File: config.mk
export PLATFORM = sky130hd
export DESIGN_NAME = hw_seq_ctrl
export DESIGN_NICKNAME = d
export VERILOG_FILES = /design/src/rtl/hw_seq_pkg.sv /design/src/rtl/hw_seq_timing.sv /design/src/rtl/hw_seq_decode.sv /design/src/rtl/hw_seq_ctrl.sv
export SDC_FILE = /design/constraint.sdc
export NUM_CORES = 1
export LEC_CHECK = 0
export ABC_CLOCK_PERIOD_IN_PS = 1650
export CAP_MARGIN = 5
export CORE_MARGIN = 2
export CORE_UTILIZATION = 35
export CTS_BUF_LIST = sky130_fd_sc_hd__clkbuf_16
export CTS_CLUSTER_DIAMETER = 100
export DETAILED_ROUTE_END_ITERATION = 10
export PLACE_DENSITY = 0.75
export SYNTH_ARGS = -nofsm -noshare
export SYNTH_HDL_FRONTEND = slang
export SYNTH_SLANG_ARGS = --single-unit
export TNS_END_PERCENT = 30
File: constraint.sdc
create_clock -name clk -period 1.65 [get_ports clk]
set_input_delay 0.165 -clock clk [delete_from_list [all_inputs] [get_ports clk]]
set_output_delay 0.165 -clock clk [all_outputs]
set_load 0.01 [all_outputs]
File: src/rtl/hw_seq_pkg.sv
`timescale 1ns/1ps
package hw_seq_pkg;

  typedef enum logic [2:0] {
    BUS_NONE = 3'd0,
    BUS_AR   = 3'd1,
    BUS_PC   = 3'd2,
    BUS_DR   = 3'd3,
    BUS_AC   = 3'd4,
    BUS_IR   = 3'd5,
    BUS_TR   = 3'd6,
    BUS_MEM  = 3'd7
  } bus_src_e;

  typedef enum logic [1:0] {
    ALU_NONE = 2'd0,
    ALU_AND  = 2'd1,
    ALU_ADD  = 2'd2,
    ALU_PASS = 2'd3
  } alu_op_e;

  typedef struct packed {
    bus_src_e busSel;
    alu_op_e  aluOp;
    logic     arLd;
    logic     arInr;
    logic     pcLd;
    logic     pcInr;
    logic     drLd;
    logic     drInr;
    logic     acLd;
    logic     irLd;
    logic     memRead;
    logic     memWrite;
    logic     seqEnd;
    logic     iCap;
    logic     haltReq;
  } ctrl_strobe_t;

endpackage

File: src/rtl/hw_seq_timing.sv
`timescale 1ns/1ps
module hw_seq_timing #(
  parameter int SC_W  = 4,
  parameter int OPC_W = 3,
  localparam int TP_N = 1 << SC_W,
  localparam int D_N  = 1 << OPC_W
) (
  input  logic                      clk,
  input  logic                      rstN,
  input  logic                      start,
  input  logic [OPC_W-1:0]          opField,
  input  logic                      modeBit,
  input  hw_seq_pkg::ctrl_strobe_t  strb,
  output logic [TP_N-1:0]           tPulse,
  output logic [D_N-1:0]            dLine,
  output logic                      iFlag,
  output logic [SC_W-1:0]           seqCount,
  output logic                      running
);

  always_ff @(posedge clk or negedge rstN) begin
    if (!rstN) begin
      seqCount <= '0;
      running  <= 1'b0;
      iFlag    <= 1'b0;
    end else begin
      if (!running) begin
        seqCount <= '0;
        if (start) running <= 1'b1;
      end else begin
        if (strb.seqEnd) seqCount <= '0;
        else             seqCount <= seqCount + 1'b1;
        if (strb.haltReq) running <= 1'b0;
      end
      if (strb.iCap) iFlag <= modeBit;
    end
  end

  for (genvar i = 0; i < TP_N; i++) begin : g_tdec
    assign tPulse[i] = running && (seqCount == SC_W'(i));
  end

  for (genvar j = 0; j < D_N; j++) begin : g_ddec
    assign dLine[j] = (opField == OPC_W'(j));
  end

endmodule

File: src/rtl/hw_seq_decode.sv
`timescale 1ns/1ps
module hw_seq_decode #(
  parameter int SC_W  = 4,
  parameter int OPC_W = 3,
  localparam int TP_N = 1 << SC_W,
  localparam int D_N  = 1 << OPC_W
) (
  input  logic [TP_N-1:0]          tPulse,
  input  logic [D_N-1:0]           dLine,
  input  logic                     iFlag,
  input  logic                     haltBit,
  input  logic                     drZero,
  output hw_seq_pkg::ctrl_strobe_t strb
);
  import hw_seq_pkg::*;

  logic unusedHighPulses;
  assign unusedHighPulses = |tPulse[TP_N-1:7];

  logic memRef;
  assign memRef = !dLine[7];

  always_comb begin
    strb = '0;
    // fetch: AR <- PC
    if (tPulse[0]) begin
      strb.busSel = BUS_PC;
      strb.arLd   = 1'b1;
    end
    // fetch: IR <- M[AR], PC + 1
    if (tPulse[1]) begin
      strb.busSel  = BUS_MEM;
      strb.memRead = 1'b1;
      strb.irLd    = 1'b1;
      strb.pcInr   = 1'b1;
    end
    // decode: AR <- address field, capture mode bit
    if (tPulse[2]) begin
      strb.busSel = BUS_IR;
      strb.arLd   = 1'b1;
      strb.iCap   = 1'b1;
    end
    // indirect resolution
    if (tPulse[3] && memRef && iFlag) begin
      strb.busSel  = BUS_MEM;
      strb.memRead = 1'b1;
      strb.arLd    = 1'b1;
    end
    // register-reference or I/O: end here
    if (tPulse[3] && dLine[7]) begin
      strb.seqEnd  = 1'b1;
      strb.haltReq = !iFlag && haltBit;
    end
    // operand read for AND, ADD, load, ISZ
    if (tPulse[4] && (dLine[0] || dLine[1] || dLine[2] || dLine[6])) begin
      strb.busSel  = BUS_MEM;
      strb.memRead = 1'b1;
      strb.drLd    = 1'b1;
    end
    if (tPulse[5] && (dLine[0] || dLine[1] || dLine[2])) begin
      strb.acLd   = 1'b1;
      strb.seqEnd = 1'b1;
      strb.aluOp  = dLine[0] ? ALU_AND : (dLine[1] ? ALU_ADD : ALU_PASS);
    end
    // store
    if (tPulse[4] && dLine[3]) begin
      strb.busSel   = BUS_AC;
      strb.memWrite = 1'b1;
      strb.seqEnd   = 1'b1;
    end
    // jump
    if (tPulse[4] && dLine[4]) begin
      strb.busSel = BUS_AR;
      strb.pcLd   = 1'b1;
      strb.seqEnd = 1'b1;
    end
    // call: save return, then jump past it
    if (tPulse[4] && dLine[5]) begin
      strb.busSel   = BUS_PC;
      strb.memWrite = 1'b1;
      strb.arInr    = 1'b1;
    end
    if (tPulse[5] && dLine[5]) begin
      strb.busSel = BUS_AR;
      strb.pcLd   = 1'b1;
      strb.seqEnd = 1'b1;
    end
    // increment and skip if zero
    if (tPulse[5] && dLine[6]) begin
      strb.drInr = 1'b1;
    end
    if (tPulse[6] && dLine[6]) begin
      strb.busSel   = BUS_DR;
      strb.memWrite = 1'b1;
      strb.pcInr    = drZero;
      strb.seqEnd   = 1'b1;
    end
  end

endmodule

File: src/rtl/hw_seq_ctrl.sv
`timescale 1ns/1ps
module hw_seq_ctrl #(
  parameter int IR_W  = 16,
  parameter int SC_W  = 4,
  parameter int OPC_W = 3,
  localparam int TP_N    = 1 << SC_W,
  localparam int D_N     = 1 << OPC_W,
  localparam int OPC_LSB = IR_W - 1 - OPC_W
) (
  input  logic            clk,
  input  logic            rstN,
  input  logic            start,
  input  logic [IR_W-1:0] irWord,
  input  logic            drZero,
  output logic [2:0]      busSel,
  output logic [1:0]      aluOp,
  output logic            arLd,
  output logic            arInr,
  output logic            pcLd,
  output logic            pcInr,
  output logic            drLd,
  output logic            drInr,
  output logic            acLd,
  output logic            irLd,
  output logic            memRead,
  output logic            memWrite,
  output logic            seqEnd,
  output logic [SC_W-1:0] seqCount,
  output logic            running
);
  import hw_seq_pkg::*;

  ctrl_strobe_t    strb;
  logic [TP_N-1:0] tPulse;
  logic [D_N-1:0]  dLine;
  logic            iFlag;

  logic unusedIrBits;
  assign unusedIrBits = ^irWord[OPC_LSB-1:1];

  hw_seq_timing #(.SC_W(SC_W), .OPC_W(OPC_W)) u_timing (
    .clk      (clk),
    .rstN     (rstN),
    .start    (start),
    .opField  (irWord[IR_W-2:OPC_LSB]),
    .modeBit  (irWord[IR_W-1]),
    .strb     (strb),
    .tPulse   (tPulse),
    .dLine    (dLine),
    .iFlag    (iFlag),
    .seqCount (seqCount),
    .running  (running)
  );

  hw_seq_decode #(.SC_W(SC_W), .OPC_W(OPC_W)) u_decode (
    .tPulse  (tPulse),
    .dLine   (dLine),
    .iFlag   (iFlag),
    .haltBit (irWord[0]),
    .drZero  (drZero),
    .strb    (strb)
  );

  assign busSel   = strb.busSel;
  assign aluOp    = strb.aluOp;
  assign arLd     = strb.arLd;
  assign arInr    = strb.arInr;
  assign pcLd     = strb.pcLd;
  assign pcInr    = strb.pcInr;
  assign drLd     = strb.drLd;
  assign drInr    = strb.drInr;
  assign acLd     = strb.acLd;
  assign irLd     = strb.irLd;
  assign memRead  = strb.memRead;
  assign memWrite = strb.memWrite;
  assign seqEnd   = strb.seqEnd;

endmodule

== Word-level counts from Yosys, hierarchy flattened ==
Index checks and enable logic that the tools add are counted.

* Memories: 0
* Register bits: 6
* Bits in read-only memories: 0
* Bits in latches: 0
* Input bits: 20
* Bits in writable memories: 0
* Output and inout port bits: 21

* Add/sub/neg operators: 1
* Shift operators: 0
* Equality and inequality tests: 13
* Reduce and logical (&&, ||, !) cells: 26
* Div/mod/pow operators: 0
* Multiplexer cells: 41
* $lt $le $gt $ge: 0
* Multiply operators: 0
* Bitwise operators: 0

{| class="wikitable"
|+ Operators with widths
! operator !! count
|-
| 3-bit two-way mux || 9
|-
| 1-bit two-way mux || 24
|-
| 1-bit logical AND || 19
|-
| 3-bit == test (second input constant) || 4
|-
| 4-bit by 3-bit == test with 1-bit output (second input constant) || 3
|-
| 2-bit two-way mux || 6
|-
| 4-bit by 2-bit == test with 1-bit output (second input constant) || 2
|-
| 4-bit two-way mux || 2
|-
| 3-bit by 2-bit == test with 1-bit output (second input constant) || 2
|-
| 4-bit by 1-bit adder with 4-bit output (second input constant) || 1
|-
| 4-bit by 1-bit == test with 1-bit output (second input constant) || 1
|-
| 4-bit zero test || 1
|-
| 3-bit by 1-bit == test with 1-bit output (second input constant) || 1
|-
| 3-bit zero test || 1
|-
| 1-bit logical OR || 3
|-
| 1-bit zero test || 2
|}

== Depth between registers and ports, before layout ==
* Depth in word-level cells: 12
* Gate-level depth with buffers: 8

== By module ==
Synthesis repeated with hierarchy kept, for this count alone.

* Cells, all modules: 102
* Area total of the unflattened synthesis: 728.2 um^2

{| class="wikitable"
|+ Modules (own cells, without submodules)
! module !! area an instance (um^2) !! times used !! cells an instance
|-
| hw_seq_timing || 480.5 || 1 || 60
|-
| hw_seq_decode || 247.7 || 1 || 42
|}

== Worst setup path after synthesis ==
No wires, ideal clock.

* Path kind: reg-to-output
* From: register u_timing.seqCount[0]
* To: output busSel[0]
* Required time: 1.485 ns
* Data arrival time: 1.612 ns
* Path slack: -0.127 ns
* Cell stages (with the launch flop): 9
* Cells stage by stage: dfrtp_1 -> inv_1 -> ha_1 -> clkbuf_8 -> mux2i_1 -> o21ai_1 -> and3_2 -> nand3b_1 -> buf_4

{| class="wikitable"
|+ RTL lines
! item !! RTL line !! source
|-
| start: declaration || hw_seq_timing.sv:17 || <nowiki>output logic [SC_W-1:0] seqCount,</nowiki>
|-
| start signal: assignment || hw_seq_timing.sv:32 || <nowiki>else seqCount <= seqCount + 1'b1;</nowiki>
|-
| end: declaration || hw_seq_ctrl.sv:15 || <nowiki>output logic [2:0] busSel,</nowiki>
|}

== Worst setup path after layout ==
* From: register u_timing.seqCount[1]
* To: output busSel[2]

* Cells in the longest elaborated chain, start to end: 11

{| class="wikitable"
|+ Ends and longest elaborated chain
! item !! RTL line !! source
|-
| 4-bit by 1-bit == test with 1-bit output or 4-bit by 2-bit == test with 1-bit output (tied branches) || hw_seq_timing.sv:40 || <nowiki>assign tPulse[i] = running && (seqCount == SC_W'(i));</nowiki>
|-
| 1-bit logical AND || hw_seq_timing.sv:40 ||
|-
| 3-bit two-way mux or 1-bit logical AND (tied branches) || hw_seq_decode.sv:31, hw_seq_decode.sv:44 ||
|-
| 3-bit two-way mux or 1-bit logical AND (tied branches) || hw_seq_decode.sv:38, hw_seq_decode.sv:44 ||
|-
| 3-bit two-way mux || hw_seq_decode.sv:44 || <nowiki>if (tPulse[3] && memRef && iFlag) begin</nowiki>
|-
| 3-bit two-way mux || hw_seq_decode.sv:55 || <nowiki>if (tPulse[4] && (dLine[0] || dLine[1] || dLine[2] || dLine[6])) begin</nowiki>
|-
| 3-bit two-way mux || hw_seq_decode.sv:66 || <nowiki>if (tPulse[4] && dLine[3]) begin</nowiki>
|-
| 3-bit two-way mux || hw_seq_decode.sv:72 || <nowiki>if (tPulse[4] && dLine[4]) begin</nowiki>
|-
| 3-bit two-way mux || hw_seq_decode.sv:78 || <nowiki>if (tPulse[4] && dLine[5]) begin</nowiki>
|-
| 3-bit two-way mux || hw_seq_decode.sv:83 || <nowiki>if (tPulse[5] && dLine[5]) begin</nowiki>
|-
| 3-bit two-way mux (*) || hw_seq_decode.sv:92 || <nowiki>if (tPulse[6] && dLine[6]) begin</nowiki>
|}

Every way passes the cells marked *; elsewhere a longest branch is shown, timed or not.

==> results.json <==
{
  "clkSlewWorstSetupHoldPaths_ps": 40,
  "violated_checks": "setup timing",
  "wl_um": 2810,
  "combPwrFrac_pct": 75.7,
  "htreeDepth": 1,
  "min_period_ps": 1950,
  "cts_tree": "built",
  "slowest_stage": "dfrtp_2",
  "path_class": "reg2out",
  "start_util_pct": 36.6,
  "power.density_nw_per_um2": 1820,
  "top_level_ports": 41,
  "route.vias.total": 968,
  "fmax_mhz": 512,
  "crit_buf_inv": 3,
  "vdd_drop_max_uv": 1470,
  "synth_cells": 91,
  "ys_seq_elements": 6,
  "placedInstanceArea_um2": 1280,
  "post_synth_main_area_contributors": "dfrtp_1, buf_4, ha_1, nor4b_2, nor2_1",
  "critPathMaxStageDelay_ps": 400,
  "layout-drive-gt1-share_pct": 61.8,
  "synth_top_cells_by_count": "buf_4, nor2_1, dfrtp_1, nand2_1",
  "worst-endpoint-arrival_ps": 1790,
  "remaining_drc_errors": 0,
  "hpwl_um": 1810,
  "fraction_of_power_spent_switching_nets_pct": 37.4,
  "grt_max_degree": 10,
  "pwr-share-clk_pct": 14.0,
  "share_seq_of_total_power_pct": 10.3,
  "hold_path.class": "in2async",
  "synth_enable_flop_cells": 0,
  "max_slew.worst_pin.slew_ps": 277,
  "die_h_um": 51.6,
  "final_period_util_pct": 118,
  "critical-path-top-delay-family": "compound AO/OA/AOI/OAI gates",
  "antenna_found_initial": 0,
  "asyncSetResetFlopFracSynth_pct": 100,
  "power.internal_w": 0.00181,
  "ys.flop_type": "dfrtp_1",
  "first_iter_violations": 7,
  "worst-endpoint-required_ps": 1480,
  "cts_made_buffers": 3,
  "fin_nets": 190,
  "max_cap_viol_count": 0,
  "floorplan.core_area_um2": 2170,
  "synth_nets": 115,
  "number_of_failing_hold_endpoints_at_the_final_stage": 0,
  "crit_path_end_kind": "primary output",
  "timing.clock.skew_ps": 4.40,
  "grt_pass1_vias": 1025,
  "mappedNetlistArea_um2": 793,
  "worstPathMaxFanout": 7,
  "antenna-diode-count": 0,
  "p_switching_w": 0.00108,
  "first_pass_grt_wire_length_um": 4400,
  "synthToLayoutAreaGrowth_pct": 101,
  "clk-insertion-delay-late_ps": 230,
  "dp_worst_setup_slack_ps": -535,
  "yosysWarningCount": 0,
  "viasPerCell": 5.02,
  "sink_count": 6,
  "drt_pre_antenna_iters": 4,
  "final_cell_area_um2": 1590,
  "die_w_um": 51.6,
  "status": "complete, but fails checks",
  "total_of_fill_cells_in_the_finished_design": 176,
  "post_synth.cell_area_avg_um2": 8.72,
  "post-synth-top-area-fraction_pct": 18.9,
  "relSlewSlack_pct": 81.5,
  "setup_tns_ps": -2070,
  "fin_util_pct": 73.4,
  "unrepaired_setup_endpoints_after_global_routing": "yes",
  "yosysSeqAreaShare_pct": 18.9,
  "synthDistinctLibCells": 43,
  "globalRouteOverflowTotal": 0,
  "cts.path.max_buffers": 2,
  "floorplan.die_area_um2": 2660,
  "rows": 17,
  "totalPowerFinal_w": 0.00290,
  "port_buffers": 29,
  "route.detailed.wl_per_inst_um": 14.6,
  "finalSetupViolCount": 19,
  "crit_path_start_kind": "flop",
  "total_leakage_power_nw": 0.810,
  "ctsRootBufferMaster": "clkbuf_16",
  "grt_util_all_layers_pct": 21.7,
  "timing_max_transition_violations_final": 0,
  "synth.largest_area_cell": "dfrtp_1",
  "antenna_left": 0,
  "final_worst_slack_ps": -301,
  "reg2reg_setup_slack_ps": -60,
  "worstPathCellList": "inv_2 -> buf_4 -> ha_4 -> a21oi_1 -> nor2_1 -> o211a_1 -> a31oi_1 -> buf_2",
  "gpl.final_weighted_congestion": 0.862
}
[path summary, 6_finish.rpt]
check | cells past startpoint | start | to
hold reg to reg | 1 | u_timing.iFlag | u_timing.iFlag
setup reg to reg | 9 | u_timing.seqCount[1] | u_timing.seqCount[2]
min in group clk | 3 | start | u_timing.running
setup / recovery | 8 | u_timing.seqCount[1] | busSel[2]
max in group asynchronous | 1 | rstN | u_timing.seqCount[0]
hold / removal | 1 | rstN | u_timing.seqCount[3]
[per-layer routing]
metal / vias up / routed length [um] / global-route usage, %
met5: - / 0 / 0
met4: 0 / 59 / 11.0
met3: 6 / 128 / 2.01
met2: 33 / 1570 / 42.7
met1: 457 / 1060 / 22.4
li1: 472 / - / -
[state kept, by name, summed over array words and instances (netlist names)]
name               flops
u_timing.seqCount      4
u_timing.running       1
u_timing.iFlag         1
[cell usage in the layout (no fill, tap or decap), types with 4 or more instances in the layout]
| master | Yosys | final |
|---|---|---|
| nand2_1 | 6 | 4 |
| buf_2 | 2 | 14 |
| buf_4 | 7 | 43 |
| nand2_2 | 2 | 4 |
| dfrtp_1 | 6 | 4 |
| clkdlybuf4s50_1 | 0 | 11 |
| buf_6 | 0 | 8 |
| nor2_1 | 7 | 5 |
[cells by family (layout without fill, tap and decap cells)]
| logic type | count (synthesis) | in the layout | synth area share (%) |
|---|---|---|---|
| AOI/OAI and AO/OA | 16 | 16 | 15.3 |
| muxes | 4 | 4 | 5.68 |
| and+or+nand+nor | 43 | 43 | 37.9 |
| DFF | 6 | 6 | 18.9 |
| adders and majority gates | 4 | 4 | 6.31 |
| buffers and inverters | 14 | 88 | 11.5 |
| xor gates and xnor gates | 4 | 4 | 4.42 |
[metrics by stage]
stage | hold slack [ps] | std cells
after CTS | 178 | 187
after global routing | 193 | 193
after floorplan | -131 | 91
after global placement | 425 | 169
after detailed placement | 425 | 169
final | 175 | 193
[final cells by class]
cell class | count | area, um^2 | area share (%)
multi-input combinational | 71 | 668 | 42.0
timing repair buffer | 80 | 639 | 40.2
sequential | 6 | 153 | 9.59
clock buffer | 3 | 75.1 | 4.72
tap | 28 | 35.0 | 2.20
inverter | 4 | 17.5 | 1.10
clock inverter | 1 | 3.75 | 0.236
[power groups by stage]
stage / sequential [W] / clock, W / combinational [W]
2_1_floorplan: 0.000303 / 0 / 0.000879
4_1_cts: 0.000281 / 0.000411 / 0.00190
6_report: 0.000299 / 0.000405 / 0.00219
3_3_place_gp: 0.000282 / 0 / 0.00159
3_5_place_dp: 0.000283 / 0 / 0.00162
5_1_grt: 0.000310 / 0.000420 / 0.00235
[timing repair]
item | 4_1_cts | 5_1_grt
hold buffers | 0 | 0
pin swaps | 15 | 9
gates resized for setup | 85 | 17
setup endpoints to repair | 18 | 20
buffers inserted | 14 | 6
Power figures use the tool's default switching activity.
